<file path="src/rtl/vid_lnum_crc_pkg.sv">
package vid_lnum_crc_pkg;

  localparam int unsigned WORD_W  = 10;
  localparam int unsigned LINE_W  = 11;
  localparam int unsigned CRC_W   = 18;
  localparam int unsigned PRE_LEN = 3;
  localparam int unsigned H_BIT   = 6;
  localparam logic [CRC_W-1:0] CRC_MASK = 18'h23000;
  localparam logic [WORD_W-1:0] WORD_ONES = '1;
  localparam logic [WORD_W-1:0] WORD_ZERO = '0;

  typedef enum logic [2:0] {
    SLOT_NONE = 3'd0,
    SLOT_LN0  = 3'd1,
    SLOT_LN1  = 3'd2,
    SLOT_CRC0 = 3'd3,
    SLOT_CRC1 = 3'd4
  } slot_e;

  function automatic logic [CRC_W-1:0] crc_fold(input logic [CRC_W-1:0] c,
                                                input logic [WORD_W-1:0] w);
    logic [CRC_W-1:0] r;
    logic fb;
    r = c;
    for (int i = 0; i < WORD_W; i++) begin
      fb = r[0] ^ w[i];
      r  = r >> 1;
      if (fb) r = r ^ CRC_MASK;
    end
    return r;
  endfunction

  function automatic logic [WORD_W-1:0] line_word_lo(input logic [LINE_W-1:0] ln);
    return {~ln[6], ln[6:0], 2'b00};
  endfunction

  function automatic logic [WORD_W-1:0] line_word_hi(input logic [LINE_W-1:0] ln);
    return {1'b1, 3'b000, ln[10:7], 2'b00};
  endfunction

  function automatic logic [WORD_W-1:0] crc_word_lo(input logic [CRC_W-1:0] c);
    return {~c[8], c[8:0]};
  endfunction

  function automatic logic [WORD_W-1:0] crc_word_hi(input logic [CRC_W-1:0] c);
    return {~c[17], c[17:9]};
  endfunction

endpackage

</file>
<file path="src/rtl/vid_lnum_crc_trs_watch.sv">
module vid_lnum_crc_trs_watch
  import vid_lnum_crc_pkg::*;
#(
  parameter int unsigned W    = WORD_W,
  parameter int unsigned NPRE = PRE_LEN,
  parameter int unsigned HPOS = H_BIT
) (
  input  logic         clk,
  input  logic         rst_n,
  input  logic         valid,
  input  logic [W-1:0] word,
  output logic         eav_hit,
  output logic         sav_hit
);

  localparam logic [W-1:0] ONES = '1;
  localparam logic [W-1:0] ZERO = '0;

  logic [W-1:0] hist_q [NPRE];
  logic [NPRE-1:0] match;

  // hist_q[0] is the oldest word; it must be all ones, the rest all zeros
  genvar g;
  generate
    for (g = 0; g < NPRE; g++) begin : g_match
      if (g == 0) begin : g_first
        assign match[g] = (hist_q[g] == ONES);
      end else begin : g_rest
        assign match[g] = (hist_q[g] == ZERO);
      end
    end
  endgenerate

  always_ff @(posedge clk or negedge rst_n) begin
    if (!rst_n) begin
      for (int i = 0; i < NPRE; i++) hist_q[i] <= ZERO;
    end else if (valid) begin
      for (int i = 0; i < NPRE - 1; i++) hist_q[i] <= hist_q[i+1];
      hist_q[NPRE-1] <= word;
    end
  end

  logic pre_ok;
  assign pre_ok  = valid && (&match);
  assign eav_hit = pre_ok && word[HPOS];
  assign sav_hit = pre_ok && !word[HPOS];

endmodule

</file>
<file path="src/rtl/vid_lnum_crc_acc.sv">
module vid_lnum_crc_acc
  import vid_lnum_crc_pkg::*;
(
  input  logic              clk,
  input  logic              rst_n,
  input  logic              step_en,
  input  logic              clear,
  input  logic [WORD_W-1:0] word,
  output logic [CRC_W-1:0]  crc
);

  always_ff @(posedge clk or negedge rst_n) begin
    if (!rst_n)       crc <= '0;
    else if (clear)   crc <= '0;
    else if (step_en) crc <= crc_fold(crc, word);
  end

endmodule

</file>
<file path="src/rtl/vid_lnum_crc_ins.sv">
module vid_lnum_crc_ins
  import vid_lnum_crc_pkg::*;
(
  input  logic              clk,
  input  logic              rst_n,
  input  logic              din_valid,
  input  logic [WORD_W-1:0] din,
  input  logic [LINE_W-1:0] line_num,
  output logic              dout_valid,
  output logic [WORD_W-1:0] dout,
  output logic              ins_flag
);

  // named internal events, also observed by the bound checker
  logic             eav_hit;
  logic             sav_hit;
  slot_e            slot_q;
  slot_e            slot_d;
  logic             acc_q;
  logic [LINE_W-1:0] ln_q;
  logic [CRC_W-1:0] crc_q;
  logic [WORD_W-1:0] word_sel;
  logic             crc_step;
  logic             crc_clear;

  vid_lnum_crc_trs_watch u_watch (
    .clk     (clk),
    .rst_n   (rst_n),
    .valid   (din_valid),
    .word    (din),
    .eav_hit (eav_hit),
    .sav_hit (sav_hit)
  );

  always_comb begin
    unique case (slot_q)
      SLOT_LN0:  word_sel = line_word_lo(ln_q);
      SLOT_LN1:  word_sel = line_word_hi(ln_q);
      SLOT_CRC0: word_sel = crc_word_lo(crc_q);
      SLOT_CRC1: word_sel = crc_word_hi(crc_q);
      default:   word_sel = din;
    endcase
  end

  always_comb begin
    slot_d = slot_q;
    if (eav_hit) begin
      slot_d = SLOT_LN0;
    end else if (din_valid) begin
      unique case (slot_q)
        SLOT_LN0:  slot_d = SLOT_LN1;
        SLOT_LN1:  slot_d = SLOT_CRC0;
        SLOT_CRC0: slot_d = SLOT_CRC1;
        default:   slot_d = SLOT_NONE;
      endcase
    end
  end

  assign crc_clear = din_valid && (slot_q == SLOT_CRC1);
  assign crc_step  = din_valid && acc_q &&
                     (slot_q == SLOT_NONE || slot_q == SLOT_LN0 || slot_q == SLOT_LN1);

  vid_lnum_crc_acc u_acc (
    .clk     (clk),
    .rst_n   (rst_n),
    .step_en (crc_step),
    .clear   (crc_clear),
    .word    (word_sel),
    .crc     (crc_q)
  );

  always_ff @(posedge clk or negedge rst_n) begin
    if (!rst_n) begin
      slot_q     <= SLOT_NONE;
      acc_q      <= 1'b0;
      ln_q       <= '0;
      dout_valid <= 1'b0;
      dout       <= '0;
      ins_flag   <= 1'b0;
    end else begin
      slot_q     <= slot_d;
      dout_valid <= din_valid;
      ins_flag   <= din_valid && (slot_q != SLOT_NONE);
      if (din_valid) dout <= word_sel;
      if (eav_hit) ln_q <= line_num;
      if (crc_clear)    acc_q <= 1'b0;
      else if (sav_hit) acc_q <= 1'b1;
    end
  end

endmodule

</file>
<file path="config.mk">
export PLATFORM = sky130hd
export DESIGN_NAME = vid_lnum_crc_ins
export DESIGN_NICKNAME = d
export VERILOG_FILES = /design/src/rtl/vid_lnum_crc_pkg.sv /design/src/rtl/vid_lnum_crc_trs_watch.sv /design/src/rtl/vid_lnum_crc_acc.sv /design/src/rtl/vid_lnum_crc_ins.sv
export SDC_FILE = /design/constraint.sdc
export NUM_CORES = 1
export LEC_CHECK = 0
export ABC_AREA = 1
export BUFFER_PORTS_ARGS = -buffer_cell sky130_fd_sc_hd__buf_2
export CORE_AREA = 3 3 98 100
export CTS_BUF_LIST = sky130_fd_sc_hd__clkbuf_4 sky130_fd_sc_hd__clkbuf_8
export CTS_CLUSTER_SIZE = 28
export DETAILED_ROUTE_END_ITERATION = 10
export DIE_AREA = 0 0 101 103
export PLACE_DENSITY_LB_ADDON = 0.25
export SLEW_MARGIN = 10
export SYNTH_ARGS = -nofsm -noshare
export SYNTH_HDL_FRONTEND = slang
export SYNTH_SLANG_ARGS = --single-unit
</file>
<file path="constraint.sdc">
create_clock -name clk -period 1.7 [get_ports clk]
set_clock_uncertainty 0.1 [all_clocks]
set_input_delay 0.085 -clock clk [delete_from_list [all_inputs] [get_ports clk]]
set_output_delay 0.085 -clock clk [all_outputs]
set_load 0.02 [all_outputs]
</file>
======== Yosys cells after proc, flatten, opt, wreduce, memory -nomap -nowiden ========
Index checks and enable logic that the tools add are counted.
word-level totals
  input bits .............................. 24
  output and inout port bits .............. 12
  word-level logic and storage cells ...... 92
  register bits ........................... 75
operators by class
  multiplexer cells ....................... 36
  bitwise operators ....................... 23
  reductions and logical operators ........ 18
  equality and inequality tests ........... 5
operators by type and width
  operator                count
  $mux W18                30
  $pmux W10 S4            1
  $not A2 Y3              10
  $logic_not A10 Y1       2
  $eq A10 B10 Y1 const B  1
  $xor A1 B1 Y1           10
  $pmux W3 S3             1
  $logic_and A1 B1 Y1     7
  $eq A3 B2 Y1 const B    2
  $mux W3                 2
  $reduce_bool A2 Y1      3
  $eq A3 B1 Y1 const B    1
  $eq A3 B3 Y1 const B    1
  $logic_not A3 Y1        1
  $not A1 Y1              3
  $reduce_and A3 Y1       1
  $reduce_bool A3 Y1      1
  $logic_or A1 B1 Y1      2
  $mux W1                 2
  $logic_not A1 Y1        1

======== Logic depth before layout (Yosys ltp) ========
  depth in word-level cells ............... 42
  mapped depth ............................ 14
  mapped depth without buffers ............ 13

======== Modules after synthesis ========
From an unflattened synthesis, not the netlist that was laid out.
unflattened totals
  cell total of the unflattened synthesis .. 523
  area, all modules ....................... 3851.2 um^2
by module, submodules not included
  module                  area each (um^2)  times used  seq. area each (um^2)  cells an instance
  vid_lnum_crc_ins        1421.4            1           675.6                  181
  vid_lnum_crc_trs_watch  1255.0            1           750.7                  150
  vid_lnum_crc_acc        1174.9            1           450.4                  192

======== Least setup slack after synthesis ========
OpenSTA, ideal clock, no wires.
  kind .................................... register to register
  start ................................... register slot_q[2]
  end ..................................... register u_acc.crc[10]
  period minus slack after synthesis ...... 1.613 ns
  buffers on the path ..................... 1
  data required time ...................... 1.483 ns
  setup time .............................. 0.117 ns
  setup slack ............................. 0.087 ns
  data arrival time ....................... 1.396 ns
  cell stages (with the launch flop) ...... 14
  path through ............................ dfrtp_1 -> buf_6 -> nor2_4 -> nand2_4 -> nor2_1 -> nor2_2 -> nand2_1 -> nand2_1 -> nand2_2 -> nand2_1 -> nand2_1 -> nand2_1 -> nand3_1 -> nand2_1
between the ends
  longest elaborated chain between the ends .. 29
  elaborated cells between the ends (all ways) .. 40
  those cells by class .................... 4 x eq/ne; 25 x mux; 5 x bitwise; 6 x reduce/logical
ends and longest elaborated chain
  item                                  line                                            source
  start, declared                       vid_lnum_crc_ins.sv:17                          slot_e slot_q;
  start signal, assigned                vid_lnum_crc_ins.sv:81                          slot_q <= slot_d;
  $eq A3 B3 Y1 (tied with other cells)  vid_lnum_crc_ins.sv:36, vid_lnum_crc_ins.sv:59
  $pmux W10 S4                          vid_lnum_crc_ins.sv:36                          unique case (slot_q)
  $xor A1 B1 Y1                         vid_lnum_crc_pkg.sv:26                          fb = r[0] ^ w[i];
  $mux W18                              vid_lnum_crc_pkg.sv:28                          if (fb) r = r ^ CRC_MASK;
  $mux W18                              vid_lnum_crc_acc.sv:15                          else if (step_en) crc <= crc_fold(crc, word);
  $mux W18                              vid_lnum_crc_acc.sv:14                          else if (clear) crc <= '0;
  $mux W18                              vid_lnum_crc_pkg.sv:28
  $mux W18                              vid_lnum_crc_acc.sv:15
  (+13 left out)                        n/a
  $mux W18                              vid_lnum_crc_acc.sv:15
  $mux W18                              vid_lnum_crc_acc.sv:14
  $mux W18                              vid_lnum_crc_pkg.sv:28
  $mux W18                              vid_lnum_crc_acc.sv:15
  $mux W18                              vid_lnum_crc_acc.sv:14
  $mux W18                              vid_lnum_crc_pkg.sv:28
  $mux W18                              vid_lnum_crc_acc.sv:15
  $mux W18                              vid_lnum_crc_acc.sv:14
  end signal, assigned                  vid_lnum_crc_acc.sv:15
  end, declared                         vid_lnum_crc_acc.sv:9                           output logic [CRC_W-1:0] crc
Parallel ways exist; a longest one is shown, timed or not. The select of a mux whose other input is x is not followed.
A chain may end at the register's enable or synchronous reset.

======== Worst setup path after layout ========
  start ................................... register slot_q[1]
  end ..................................... register u_acc.crc[4]
between the ends
  longest elaborated chain between the ends .. 34
  elaborated cells between the ends (all ways) .. 44
  those cells by class .................... 4 x eq/ne; 31 x mux; 3 x bitwise; 6 x reduce/logical
ends and longest elaborated chain
  item                                  line
  $eq A3 B3 Y1 (tied with other cells)  vid_lnum_crc_ins.sv:36, vid_lnum_crc_ins.sv:59
  $pmux W10 S4                          vid_lnum_crc_ins.sv:36
  $xor A1 B1 Y1                         vid_lnum_crc_pkg.sv:26
  $mux W18                              vid_lnum_crc_pkg.sv:28
  $mux W18                              vid_lnum_crc_acc.sv:15
  $mux W18                              vid_lnum_crc_acc.sv:14
  $not A2 Y3 (no line)                  n/a
  $mux W18                              vid_lnum_crc_pkg.sv:28
  (+18 left out)                        n/a
  $mux W18                              vid_lnum_crc_acc.sv:15
  $mux W18                              vid_lnum_crc_acc.sv:14
  $mux W18                              vid_lnum_crc_pkg.sv:28
  $mux W18                              vid_lnum_crc_acc.sv:15
  $mux W18                              vid_lnum_crc_acc.sv:14
  $mux W18                              vid_lnum_crc_pkg.sv:28
  $mux W18                              vid_lnum_crc_acc.sv:15
  $mux W18                              vid_lnum_crc_acc.sv:14
Parallel ways exist; a longest one is shown, timed or not. The select of a mux whose other input is x is not followed.

==> metrics.txt <==
# TYPE chip_impl_metric gauge
chip_impl_info{name="slowest_stage",value="sky130_fd_sc_hd__dfrtp_2"} 1
chip_impl_metric{name="synth_compound_area_frac",unit=""} 0.0926
chip_impl_metric{name="first_iter_violations",unit=""} 189
chip_impl_metric{name="grt_antenna_before_repair",unit=""} 0
chip_impl_metric{name="synth_fp_nets",unit=""} 528
chip_impl_metric{name="finalCriticalPeriod",unit="ns"} 1.87
chip_impl_metric{name="route.antenna.remaining_nets",unit=""} 0
chip_impl_info{name="cts-root-buf",value="sky130_fd_sc_hd__clkbuf_8"} 1
chip_impl_info{name="run_status",value="complete, but fails checks"} 1
chip_impl_metric{name="worst_hold_slack_after_final_layout",unit="ns"} 0.0846
chip_impl_metric{name="chipHeight",unit="um"} 103
chip_impl_metric{name="cp_data_arrival_time",unit="ns"} 2.03
chip_impl_metric{name="setup_viol_count_final",unit=""} 18
chip_impl_metric{name="final_min_period_over_clock_period",unit=""} 1.10
chip_impl_metric{name="drt-pass1-iter-count",unit=""} 4
chip_impl_metric{name="gpl.final_weighted_congestion",unit=""} 0.880
chip_impl_metric{name="layout.cell_area.non_filler",unit="um^2"} 5460
chip_impl_metric{name="cellLeakagePower",unit="nW"} 2.70
chip_impl_metric{name="track_usage",unit=""} 0.217
chip_impl_metric{name="post-route-drc-count",unit=""} 0
chip_impl_metric{name="first_global_vias",unit=""} 3694
chip_impl_metric{name="max-cap-violations",unit=""} 0
chip_impl_metric{name="synth_xor_xnor_area_share",unit=""} 0
chip_impl_info{name="crit_path_end_kind",value="register"} 1
chip_impl_metric{name="detail_route.wl_per_cell",unit="um"} 14.6
chip_impl_metric{name="yosysUniqueCellTypes",unit=""} 29
chip_impl_metric{name="ios",unit=""} 36
chip_impl_info{name="post_synth_main_area_contributors",value="sky130_fd_sc_hd__dfrtp_1 48%, sky130_fd_sc_hd__nand2_1 15%, sky130_fd_sc_hd__nand3_1 7.0%"} 1
chip_impl_info{name="timing.critical_path.from_type",value="register"} 1
chip_impl_info{name="yosys_most_used_dff",value="sky130_fd_sc_hd__dfrtp_1"} 1
chip_impl_info{name="critPathMostFrequentCell",value="sky130_fd_sc_hd__nand2_1"} 1
chip_impl_metric{name="netlist_instances",unit=""} 504
chip_impl_metric{name="synth.mux.area_fraction",unit=""} 0
chip_impl_info{name="yosysMostFrequentCell",value="sky130_fd_sc_hd__nand2_1"} 1
chip_impl_metric{name="yosys.area.top_type_share",unit=""} 0.479
chip_impl_metric{name="area_of_all_sequential_standard_cells",unit="um^2"} 1880
chip_impl_metric{name="postSynthRegisterBits",unit=""} 75
chip_impl_info{name="path_cells",value="buf_6, o21ai_4, nand2_4, buf_6, nand3_4, nand3_2, nand2_4, nand2_2, nand2_1, nand2_1, nand3_1, nand2_1"} 1
chip_impl_info{name="synth.top_cells.by_count",value="154 x sky130_fd_sc_hd__nand2_1, 75 x sky130_fd_sc_hd__dfrtp_1, 56 x sky130_fd_sc_hd__inv_1"} 1
chip_impl_metric{name="post_synthesis_share_of_cell_area_spent_on_full_adders_half_adders_and_majority_gates",unit=""} 0
chip_impl_metric{name="routed_via_density",unit=""} 5.16
chip_impl_metric{name="yosys_warnings",unit=""} 0
chip_impl_metric{name="design.die.area",unit="um^2"} 10400
chip_impl_metric{name="vdd.ir_drop.worst",unit="mV"} 0.812
chip_impl_metric{name="portBuffers",unit=""} 35
chip_impl_info{name="failed_checks",value="setup timing"} 1
chip_impl_metric{name="synth-async-reset-ratio",unit=""} 1.00
chip_impl_metric{name="cts.clk_slew.worst_paths",unit="ns"} 0.08
chip_impl_metric{name="totalWireLength",unit="um"} 10800
chip_impl_metric{name="via_count",unit=""} 3801
chip_impl_metric{name="syn_area",unit="um^2"} 3920
chip_impl_metric{name="fillerInstances",unit=""} 764
chip_impl_metric{name="synth_enable_flop_cells",unit=""} 0
chip_impl_metric{name="setup_slack",unit="ns"} -0.174
chip_impl_metric{name="syn-mean-instance-area",unit="um^2"} 7.78
chip_impl_metric{name="place.detailed.hpwl",unit="um"} 7400
chip_impl_metric{name="fmaxAchievable",unit="MHz"} 534
chip_impl_metric{name="cts_max_path_buffers",unit=""} 2
chip_impl_metric{name="finish.utilization",unit=""} 0.623
chip_impl_metric{name="grt.overflow.total",unit=""} 0
chip_impl_metric{name="multi_input_comb_area",unit="um^2"} 2000
chip_impl_info{name="worst_hold_path_type",value="in2reg"} 1
chip_impl_metric{name="max_slew_margin",unit=""} 0.648
chip_impl_info{name="rsz_0062_raised_after_global_routing",value="yes"} 1
chip_impl_metric{name="tightestPinTransition",unit="ns"} 0.529
chip_impl_metric{name="total_power",unit="W"} 0.00837
chip_impl_metric{name="layout_net_count",unit=""} 647
chip_impl_metric{name="critPathMaxStageDelay",unit="ns"} 0.45
chip_impl_metric{name="cp_data_required_time",unit="ns"} 1.85
chip_impl_metric{name="post_dp_cell_area",unit="um^2"} 4540
chip_impl_metric{name="power_per_cell_area",unit="nW/um^2"} 1530
chip_impl_metric{name="final-max-slew-violation-count",unit=""} 0
chip_impl_metric{name="final_sum_of_negative_setup_slack",unit="ns"} -1.31
chip_impl_metric{name="ys_seq_area_frac",unit=""} 0.479
chip_impl_info{name="synth_top_area_cell",value="sky130_fd_sc_hd__dfrtp_1"} 1
chip_impl_metric{name="standard_cell_row_count",unit=""} 34
chip_impl_metric{name="synthToLayoutAreaGrowth",unit="%"} 39.3
chip_impl_info{name="synth_top_family_by_area",value="simple AND/OR/NAND/NOR gates"} 1
chip_impl_metric{name="layout-drive-gt1-share",unit=""} 0.376
chip_impl_info{name="timing.setup.critical_path_class",value="reg2reg"} 1
chip_impl_metric{name="timing_hold_violations_final",unit=""} 0
chip_impl_metric{name="maximum_number_of_pins_on_one_net_before_global_route_repair",unit=""} 60
chip_impl_metric{name="start_util",unit=""} 0.447
chip_impl_metric{name="wire_length_of_the_first_global_routing_pass",unit="um"} 17600
chip_impl_metric{name="clk_latency",unit="ns"} 0.36
chip_impl_info{name="tritoncts",value="done"} 1
chip_impl_metric{name="synth_simple_gate_area_frac",unit=""} 0.342
chip_impl_metric{name="diodes",unit=""} 0
chip_impl_metric{name="core_region_area",unit="um^2"} 8760
chip_impl_metric{name="num_cts_buffers",unit=""} 9
chip_impl_metric{name="dieWidth",unit="um"} 101
chip_impl_metric{name="crit_fanout",unit=""} 4
chip_impl_metric{name="cts_h_tree_depth",unit=""} 3
chip_impl_metric{name="clkSinkCount",unit=""} 75
report_power, final:
part           switching (W)  leakage [nW]  total, W  internal [W]
clock               0.000716         0.106   0.00155      0.000835
sequential          0.000369         0.943   0.00256       0.00219
combinational        0.00255          1.65   0.00426       0.00171
total                0.00364          2.70   0.00837       0.00473
path summary, 6_finish.rpt:
kind,startpoint,endpoint,slack [ns],depth (start not counted)
max in group asynchronous,rst_n,dout[5],0.83,3
max reg2reg,slot_q[1],u_acc.crc[4],-0.17,12
max,slot_q[1],u_acc.crc[4],-0.17,12
min reg2reg,dout[0],dout[0],0.39,2
min,din[4],dout[4],0.08,4
min in group asynchronous,rst_n,u_watch.hist_q[5],0.09,2
sequential cells by signal (all words and copies together), names as in the netlist:
register	cells
ln_q	11
slot_q	3
dout	10
ins_flag	1
u_watch.hist_q	30
acc_q	1
u_acc.crc	18
dout_valid	1
cell type report:
type,count,share of cell area
inverter,64,0.0467
multi-input combinational,349,0.366
timing repair inverter,1,0.00160
clock inverter,7,0.0186
tap,108,0.0247
clock buffer,9,0.0227
timing repair buffer,123,0.176
sequential,75,0.344
what timing repair did:
item	CTS	global route
resized for setup	50	56
buffers inserted	9	5
hold buffers	23	0
setup endpoints to repair	23	35
cloned	1	2
endpoints found under the hold margin	99	0
pin swaps	12	16
worst max-delay path: cells and delay by family (launching register included):
family / cells / cell delay (ns)
and+or+nand+nor: 9 / 0.76
DFF: 1 / 0.45
buffers and inverters: 2 / 0.29
AOI/OAI and AO/OA: 1 / 0.17
cells by family after synthesis:
kind of cell / Yosys count
AO/OA/AOI/OAI: 68
flip-flops: 75
AND/OR/NAND/NOR: 281
buffers and inverters: 80
cells in the final DEF, fill, tap and decap left out, types with 7 or more instances in the layout:
master | synthesis | layout
sky130_fd_sc_hd__buf_2 | 3 | 34
sky130_fd_sc_hd__nand2_4 | 2 | 8
sky130_fd_sc_hd__buf_4 | 0 | 54
sky130_fd_sc_hd__nor2_4 | 4 | 10
sky130_fd_sc_hd__dfrtp_1 | 75 | 72
sky130_fd_sc_hd__dlygate4sd3_1 | 0 | 23
sky130_fd_sc_hd__nor2_1 | 14 | 11
sky130_fd_sc_hd__nand4_1 | 12 | 12
sky130_fd_sc_hd__a31oi_1 | 8 | 8
sky130_fd_sc_hd__nand2_1 | 154 | 111
sky130_fd_sc_hd__nand3_2 | 3 | 12
sky130_fd_sc_hd__inv_2 | 7 | 7
sky130_fd_sc_hd__o21ai_1 | 12 | 12
sky130_fd_sc_hd__clkbuf_8 | 0 | 9
sky130_fd_sc_hd__buf_6 | 4 | 10
sky130_fd_sc_hd__o21ai_0 | 39 | 33
sky130_fd_sc_hd__inv_1 | 56 | 55
sky130_fd_sc_hd__nand3_1 | 55 | 44
sky130_fd_sc_hd__nand2_2 | 22 | 59
metrics by stage:
step           std cells  setup WS (ns)
6_report             736         -0.174
5_1_grt              736         -0.300
4_1_cts              730        -0.0935
3_5_place_dp         681         -0.194
2_1_floorplan        504         0.0866
3_3_place_gp         681         -0.112
routing by layer:
layer  vias to the layer above  GRT usage  share of wire
met1                      1809      0.279           0.44
met5                         -          0              0
met3                        16     0.0487          0.050
met2                       110      0.363           0.49
met4                         0     0.0757          0.024
li1                       1866          -              -
(Power assumes the default switching activity.)
